--- src/rtl/tdt_pkg.sv ---
package tdt_pkg;

  localparam int unsigned DIV_SEL_W = 3;

  typedef enum logic [1:0] {
    REG_PRESCALE = 2'd0,
    REG_COUNT    = 2'd1,
    REG_CTRL     = 2'd2,
    REG_NONE     = 2'd3
  } reg_sel_e;

  // Control register layout; bit positions are decoded by software.
  typedef struct packed {
    logic                 zero;
    logic                 irq_en;
    logic                 out_mode;
    logic                 out_data;
    logic                 run;
    logic [DIV_SEL_W-1:0] div;
  } ctrl_t;

endpackage

--- src/rtl/tdt_prescaler.sv ---
module tdt_prescaler #(
  parameter int unsigned PSC_W = 7,
  parameter int unsigned DIV_W = 3
) (
  input  logic             clk,
  input  logic             rst,
  input  logic             run,
  input  logic [DIV_W-1:0] div,
  input  logic             load,
  input  logic [PSC_W-1:0] load_val,
  output logic [PSC_W-1:0] psc_q,
  output logic             tick
);

  logic [PSC_W-1:0] tap_mask;

  // Select which low bits must all be zero for a tick.
  always_comb begin
    for (int i = 0; i < PSC_W; i++) begin
      tap_mask[i] = (i < int'(div));
    end
  end

  assign tick = run && !load && ((psc_q & tap_mask) == '0);

  always_ff @(posedge clk) begin
    if (rst || !run) begin
      psc_q <= '1;
    end else if (load) begin
      psc_q <= load_val;
    end else begin
      psc_q <= psc_q - 1'b1;
    end
  end

  a_r2_psc_held: assert property (@(posedge clk) disable iff (rst)
    !run |=> psc_q == '1);

  a_r3_psc_step: assert property (@(posedge clk) disable iff (rst)
    run && !load |=> psc_q == $past(psc_q) - 1'b1);

endmodule

--- src/rtl/tdt_counter.sv ---
module tdt_counter #(
  parameter int unsigned CNT_W = 8
) (
  input  logic             clk,
  input  logic             rst,
  input  logic             tick,
  input  logic             cnt_wr,
  input  logic [CNT_W-1:0] wr_val,
  input  logic             flag_wr,
  input  logic             flag_val,
  output logic [CNT_W-1:0] cnt_q,
  output logic             zero_q
);

  logic reach_zero;
  logic hw_set;

  assign reach_zero = tick && !cnt_wr && (cnt_q == CNT_W'(1));
  assign hw_set     = reach_zero || (cnt_wr && (wr_val == '0));

  always_ff @(posedge clk) begin
    if (rst) begin
      cnt_q <= '1;
    end else if (cnt_wr) begin
      cnt_q <= wr_val;
    end else if (tick) begin
      cnt_q <= cnt_q - 1'b1;
    end
  end

  // A hardware set wins over a software clear in the same cycle.
  always_ff @(posedge clk) begin
    if (rst) begin
      zero_q <= 1'b0;
    end else if (hw_set) begin
      zero_q <= 1'b1;
    end else if (flag_wr) begin
      zero_q <= flag_val;
    end
  end

  a_r8_write_wins: assert property (@(posedge clk) disable iff (rst)
    cnt_wr |=> cnt_q == $past(wr_val));

  a_r6_zero_sets_flag: assert property (@(posedge clk) disable iff (rst)
    tick && !cnt_wr && cnt_q == CNT_W'(1) |=> zero_q);

  a_r5_wrap: assert property (@(posedge clk) disable iff (rst)
    tick && !cnt_wr && cnt_q == '0 |=> cnt_q == '1);

  a_r2_count_stable: assert property (@(posedge clk) disable iff (rst)
    !tick && !cnt_wr |=> $stable(cnt_q));

endmodule

--- src/rtl/tdt_pin_latch.sv ---
module tdt_pin_latch (
  input  logic clk,
  input  logic rst,
  input  logic flag,
  input  logic out_mode,
  input  logic dout,
  output logic pin_out,
  output logic pin_oe
);

  logic hold_q;

  // Flop-based equivalent of a latch transparent while flag is high.
  always_ff @(posedge clk) begin
    if (rst) begin
      hold_q <= 1'b0;
    end else if (flag) begin
      hold_q <= dout;
    end
  end

  assign pin_oe  = out_mode;
  assign pin_out = out_mode && (flag ? dout : hold_q);

  a_r10_hold_on_fall: assert property (@(posedge clk) disable iff (rst)
    $fell(flag) && out_mode |-> pin_out == $past(dout));

endmodule

--- src/rtl/tick_down_timer.sv ---
module tick_down_timer
  import tdt_pkg::*;
#(
  parameter int unsigned DATA_W = 8
) (
  input  logic              clk,
  input  logic              rst,
  input  logic [1:0]        reg_sel,
  input  logic              wr_en,
  input  logic [DATA_W-1:0] wr_data,
  output logic [DATA_W-1:0] rd_data,
  output logic              irq,
  output logic              pin_out,
  output logic              pin_oe
);

  localparam int unsigned PSC_W = DATA_W - 1;

  logic                 psc_wr, cnt_wr, ctrl_wr;
  logic                 irq_en_q, out_mode_q, out_data_q, run_q;
  logic [DIV_SEL_W-1:0] div_q;
  logic [PSC_W-1:0]     psc_q;
  logic [DATA_W-1:0]    cnt_q;
  logic                 tick, zero_q;
  ctrl_t                wr_ctrl, ctrl_view;

  assign psc_wr  = wr_en && (reg_sel == REG_PRESCALE);
  assign cnt_wr  = wr_en && (reg_sel == REG_COUNT);
  assign ctrl_wr = wr_en && (reg_sel == REG_CTRL);
  assign wr_ctrl = ctrl_t'(wr_data[7:0]);

  always_ff @(posedge clk) begin
    if (rst) begin
      irq_en_q   <= 1'b0;
      out_mode_q <= 1'b0;
      out_data_q <= 1'b0;
      run_q      <= 1'b0;
      div_q      <= '0;
    end else if (ctrl_wr) begin
      irq_en_q   <= wr_ctrl.irq_en;
      out_mode_q <= wr_ctrl.out_mode;
      out_data_q <= wr_ctrl.out_data;
      run_q      <= wr_ctrl.run;
      div_q      <= wr_ctrl.div;
    end
  end

  tdt_prescaler #(.PSC_W(PSC_W), .DIV_W(DIV_SEL_W)) u_prescaler (
    .clk      (clk),
    .rst      (rst),
    .run      (run_q),
    .div      (div_q),
    .load     (psc_wr),
    .load_val (wr_data[PSC_W-1:0]),
    .psc_q    (psc_q),
    .tick     (tick)
  );

  tdt_counter #(.CNT_W(DATA_W)) u_counter (
    .clk      (clk),
    .rst      (rst),
    .tick     (tick),
    .cnt_wr   (cnt_wr),
    .wr_val   (wr_data),
    .flag_wr  (ctrl_wr),
    .flag_val (wr_ctrl.zero),
    .cnt_q    (cnt_q),
    .zero_q   (zero_q)
  );

  tdt_pin_latch u_pin (
    .clk      (clk),
    .rst      (rst),
    .flag     (zero_q),
    .out_mode (out_mode_q),
    .dout     (out_data_q),
    .pin_out  (pin_out),
    .pin_oe   (pin_oe)
  );

  assign irq = zero_q && irq_en_q;

  always_comb begin
    ctrl_view = '{zero: zero_q, irq_en: irq_en_q, out_mode: out_mode_q,
                  out_data: out_data_q, run: run_q, div: div_q};
    case (reg_sel)
      REG_PRESCALE: rd_data = {1'b0, psc_q};
      REG_COUNT:    rd_data = cnt_q;
      REG_CTRL:     rd_data = ctrl_view;
      default:      rd_data = '0;
    endcase
  end

  a_r9_irq_needs_flag: assert property (@(posedge clk) disable iff (rst)
    ctrl_wr && !wr_ctrl.irq_en |=> !irq);

endmodule

--- config.mk ---
export PLATFORM = sky130hd
export DESIGN_NAME = tick_down_timer
export DESIGN_NICKNAME = d
export VERILOG_FILES = /design/src/rtl/tdt_pkg.sv /design/src/rtl/tdt_prescaler.sv /design/src/rtl/tdt_counter.sv /design/src/rtl/tdt_pin_latch.sv /design/src/rtl/tick_down_timer.sv
export SDC_FILE = /design/constraint.sdc
export NUM_CORES = 1
export LEC_CHECK = 0
export ABC_AREA = 1
export BUFFER_PORTS_ARGS = -buffer_cell sky130_fd_sc_hd__buf_2
export CAP_MARGIN = 20
export CORE_AREA = 2 2 54 56
export CTS_BUF_LIST = sky130_fd_sc_hd__clkbuf_2
export DETAILED_ROUTE_END_ITERATION = 8
export DIE_AREA = 0 0 56 58
export GPL_TIMING_DRIVEN = 0
export PLACE_DENSITY = 0.79
export SYNTH_ARGS = -nofsm -noshare
export SYNTH_HDL_FRONTEND = slang
export SYNTH_SLANG_ARGS = --single-unit
export TNS_END_PERCENT = 30
--- constraint.sdc ---
create_clock -name clk -period 1.4 [get_ports clk]
set_input_delay 0.42 -clock clk [delete_from_list [all_inputs] [get_ports clk]]
set_output_delay 0.42 -clock clk [all_outputs]
set_load 0.01 [all_outputs]
==> impl_summary.md <==
Outcome
The run finished, with violations left. The final reports fail on negative setup slack.

Placed design
The HPWL after detailed placement is 3080 µm. The post-placement worst setup slack is -0.343 ns. Input and output buffers added on the ports amount to 23. The placed instances occupy a cell area of 1660 µm². Routability-driven placement finished with a final weighted congestion of ~0.89. The count of placed standard cells including taps is 283.

Worst hold path
The worst hold path startpoint is rst. The path class of the tightest hold or removal check is primary input to register.

Floorplanning
The vertical die dimension is slightly below 60 µm. Row generation in the floorplan step produced 19 rows. The area of the core is ~2700 µm². The starting density of the core is 56.5%. The number of top-level pins is 24. The die area is 3250 µm². The die is 56 µm wide.

STA
Setup violations remaining at the end of the flow were counted as 10. The final count of pins violating max slew is 0. The number of hold-slack violations in the final timing report was 0. After layout, the minimum clock period comes to 1.61 ns. The smallest setup slack after layout is -0.206 ns. The remaining max-slew budget at the tightest pin is 65.2%. The measured slew at the worst slew-check pin is 0.521 ns. On the final layout, the worst clock skew is 0.0168 ns. In the finished design, the share of the clock period the worst path needs comes to 115%. Setup repair after global routing could not meet its margin everywhere. For this run, the top clock speed supported by timing is 623 MHz.

The setup TNS is -1.40 ns.

GRT
The all-layer global routing usage is 29.9%. The first-pass GRT wire length is 7640 µm. The total overflow left after global routing is 0. The pin count of the biggest net entering global routing is 14. The via count of the first global-routing pass is between 1.5k and 2k. The number of antenna violations at the first check in global routing is 0.

Clock network
The count of hold buffers inserted by post-cts repair is 0. The clock latency at the later pin of the worst-skew pair is 0.36 ns. The clock passes through at most 2 buffers.

Counting every sink on the clock net gives 24. After clock tree synthesis, the clock-pin slew on the worst setup and hold paths is around 0.24 ns. TritonCTS built the clock tree. The cell at the root of the clock tree is sky130_fd_sc_hd__clkbuf_2. In this run, CTS created clock tree buffers numbering 3. The CTS H-tree depth is 1.

Critical path
The sort of element at the start of the critical path is a register. STA classifies the critical path endpoint as an output port. At the worst endpoint, the arrival time is 1.19 ns. The startpoint of the worst-slack reg-to-reg timing path is u_prescaler.psc_q[1].

The worst setup path is of the register to output port kind. The start point of the critical path is u_counter.cnt_q[6]. Data on the critical path is required at its endpoint by 0.98 ns. Of all nets on the critical path, the largest fanout is 3.

Logic synthesis
In this run, synthesis produced a sequential element count of 24. The synthesized netlist contains 25 unique library cells. The cell count after synthesis came out at around 230.

Summing the sequential cell areas from Yosys gives 31.9% of the chip area. The net count of the mapped netlist is around 250. The area of the mapped netlist is 1500 µm². The mean instance size in the synthesized netlist is 6.57 µm². For this run, the number of Yosys warnings is 0.

Routing
The number of optimization iterations in the first detailed-route pass is 5. Across all layers, the routed design uses approximately 1.8k vias. Wires add up to around 4700 µm.

The detailed router finished its first iteration with roughly 130 violations. In the routed design, unresolved DRC markers number 0. The wire length per cell is 15.4 µm. The post-detailed-route count of antenna-violating nets is 0. The post-detailed-route via-to-cell ratio is 5.92.

Flow run
Max-cap violations in this run came to 0.

Finish
The relative area change from synthesis to final layout is 29.9%. The post-layout instance area is 1950 µm². The ratio of cells with drive above 1 in the final layout is 39.6%. The final cell count without fillers is 304. At the end of the flow the core is filled with cells to 73.4%. 0 antenna diodes ended up in the layout. The number of nets in the final layout is between 200 and 300.

Fill cells in the final layout number 207.

Pwr
Summed over all cells, the static leakage comes to 0.923 nW. Power spread over the standard cell area amounts to 738 nW/µm². IR analysis of the VDD net gives a maximum drop of 789 µV.
placed cells by master (no fill, tap or decap), types with 3 or more instances in the layout:
cell / netlist / final
sky130_fd_sc_hd__o21ai_1: 4 / 6
sky130_fd_sc_hd__o21ai_0: 15 / 11
sky130_fd_sc_hd__buf_4: 0 / 16
sky130_fd_sc_hd__o221ai_2: 0 / 3
sky130_fd_sc_hd__a21oi_1: 10 / 10
sky130_fd_sc_hd__dfxtp_2: 0 / 18
sky130_fd_sc_hd__buf_2: 3 / 22
sky130_fd_sc_hd__inv_1: 28 / 14
sky130_fd_sc_hd__buf_6: 1 / 6
sky130_fd_sc_hd__o211ai_1: 6 / 6
sky130_fd_sc_hd__nor2_1: 16 / 12
sky130_fd_sc_hd__o221ai_1: 6 / 3
sky130_fd_sc_hd__nand2_1: 60 / 54
sky130_fd_sc_hd__clkbuf_2: 0 / 3
sky130_fd_sc_hd__nand2_2: 2 / 6
sky130_fd_sc_hd__nand2_4: 2 / 4
sky130_fd_sc_hd__nor2_4: 2 / 4
sky130_fd_sc_hd__xor2_1: 6 / 6
sky130_fd_sc_hd__nand3_1: 29 / 29
sky130_fd_sc_hd__inv_2: 2 / 14
sky130_fd_sc_hd__dfxtp_1: 24 / 4
sky130_fd_sc_hd__nor2_2: 1 / 3
sky130_fd_sc_hd__nand4_1: 4 / 4
where the power goes:
part,switching [mW],internal [mW],leakage [nW]
registers,0.0314,0.721,0.193
clock network,0.221,0.0620,0.0140
logic,0.236,0.171,0.716
total,0.488,0.954,0.923
sequential cells by signal, indices dropped and copies added, names as in the netlist:
name               flops
u_pin.hold_q           1
run_q                  1
div_q                  3
u_counter.zero_q       1
u_counter.cnt_q        8
out_data_q             1
out_mode_q             1
irq_en_q               1
u_prescaler.psc_q      7
worst paths after layout:
path                            depth (start not counted)  slack [ns]              endpoint
worst max register to register                          7        0.07  u_prescaler.psc_q[6]
worst min register to register                          2        0.50            out_data_q
worst min-delay path                                    2        0.26      u_counter.zero_q
worst max-delay path                                    3       -0.21            rd_data[6]
cells by family (layout without fill, tap and decap cells):
group,count (synthesis),after routing,synth area share [%]
and+or+nand+nor,119,119,36.0
AOI/OAI and AO/OA,42,42,16.6
buffers and inverters,35,79,9.48
DFF,24,24,31.9
xor gates and xnor gates,6,6,3.49
adders and majority gates,3,3,2.50
cells in the mapped netlist:
cell type	instances	area, µm²
sky130_fd_sc_hd__o211ai_1	6	45.0
sky130_fd_sc_hd__xor2_1	6	52.6
sky130_fd_sc_hd__nand2_1	60	225
sky130_fd_sc_hd__nor2_1	16	60.1
sky130_fd_sc_hd__nand3b_1	1	7.51
sky130_fd_sc_hd__buf_2	3	15.0
sky130_fd_sc_hd__nand4_1	4	25.0
sky130_fd_sc_hd__nand2_4	2	22.5
sky130_fd_sc_hd__nor3_1	1	5.00
sky130_fd_sc_hd__buf_6	1	11.3
sky130_fd_sc_hd__ha_1	3	37.5
sky130_fd_sc_hd__a21oi_1	10	50.1
sky130_fd_sc_hd__a31oi_1	1	6.26
sky130_fd_sc_hd__nand3_2	1	10.0
sky130_fd_sc_hd__o221ai_1	6	52.6
sky130_fd_sc_hd__clkbuf_1	1	3.75
sky130_fd_sc_hd__inv_1	28	105
sky130_fd_sc_hd__o21ai_0	15	75.1
sky130_fd_sc_hd__nor2_2	1	6.26
sky130_fd_sc_hd__o21ai_1	4	20.0
sky130_fd_sc_hd__dfxtp_1	24	480
sky130_fd_sc_hd__inv_2	2	7.51
sky130_fd_sc_hd__nand3_1	29	145
sky130_fd_sc_hd__nand2_2	2	12.5
sky130_fd_sc_hd__nor2_4	2	22.5
layer usage:
| layer | up-vias | track usage, % | wire (µm) | part of all wire [%] |
|---|---|---|---|---|
| met3 | 19 | 4.24 | 444 | 9.5 |
| met5 | - | 0 | 0 | 0 |
| met4 | 0 | 13.3 | 146 | 3.1 |
| li1 | 855 | - | - | - |
| met2 | 124 | 47.9 | 2140 | 46 |
| met1 | 801 | 40.3 | 1960 | 42 |
per-stage QoR:
| stage | hold slack [ns] | power [mW] |
|---|---|---|
| global route | 0.284 | 1.50 |
| CTS | 0.262 | 1.41 |
| finish | 0.261 | 1.44 |
| floorplan | 0.444 | 0.954 |
| global placement | 0.471 | 1.06 |
| detailed placement | 0.478 | 1.06 |
repair_timing:
action	in CTS	in global routing
pin swaps	8	7
gates resized for setup	51	21
hold endpoints to repair	0	0
endpoints found under the setup margin	10	19
buffers inserted	15	1
cloned	1	0
area by class of cell:
cell class                      instances  area [µm²]  area share (%)
Tap cell                               31        38.8            1.98
Clock buffer                            3        15.0           0.768
Clock inverter                          1        3.75           0.192
Timing Repair Buffer                   40         265            13.6
Buffer                                  5        36.3            1.86
Multi-Input combinational cell        170         967            49.5
Inverter                               30         118            6.02
Sequential cell                        24         510            26.1
worst max-delay path: stages, from the launching register on:
cell	delay (ns)
sky130_fd_sc_hd__dfxtp_2	0.40
sky130_fd_sc_hd__inv_2	0.05
sky130_fd_sc_hd__o211ai_1	0.20
sky130_fd_sc_hd__buf_2	0.17
Power figures use the tool's default switching activity.
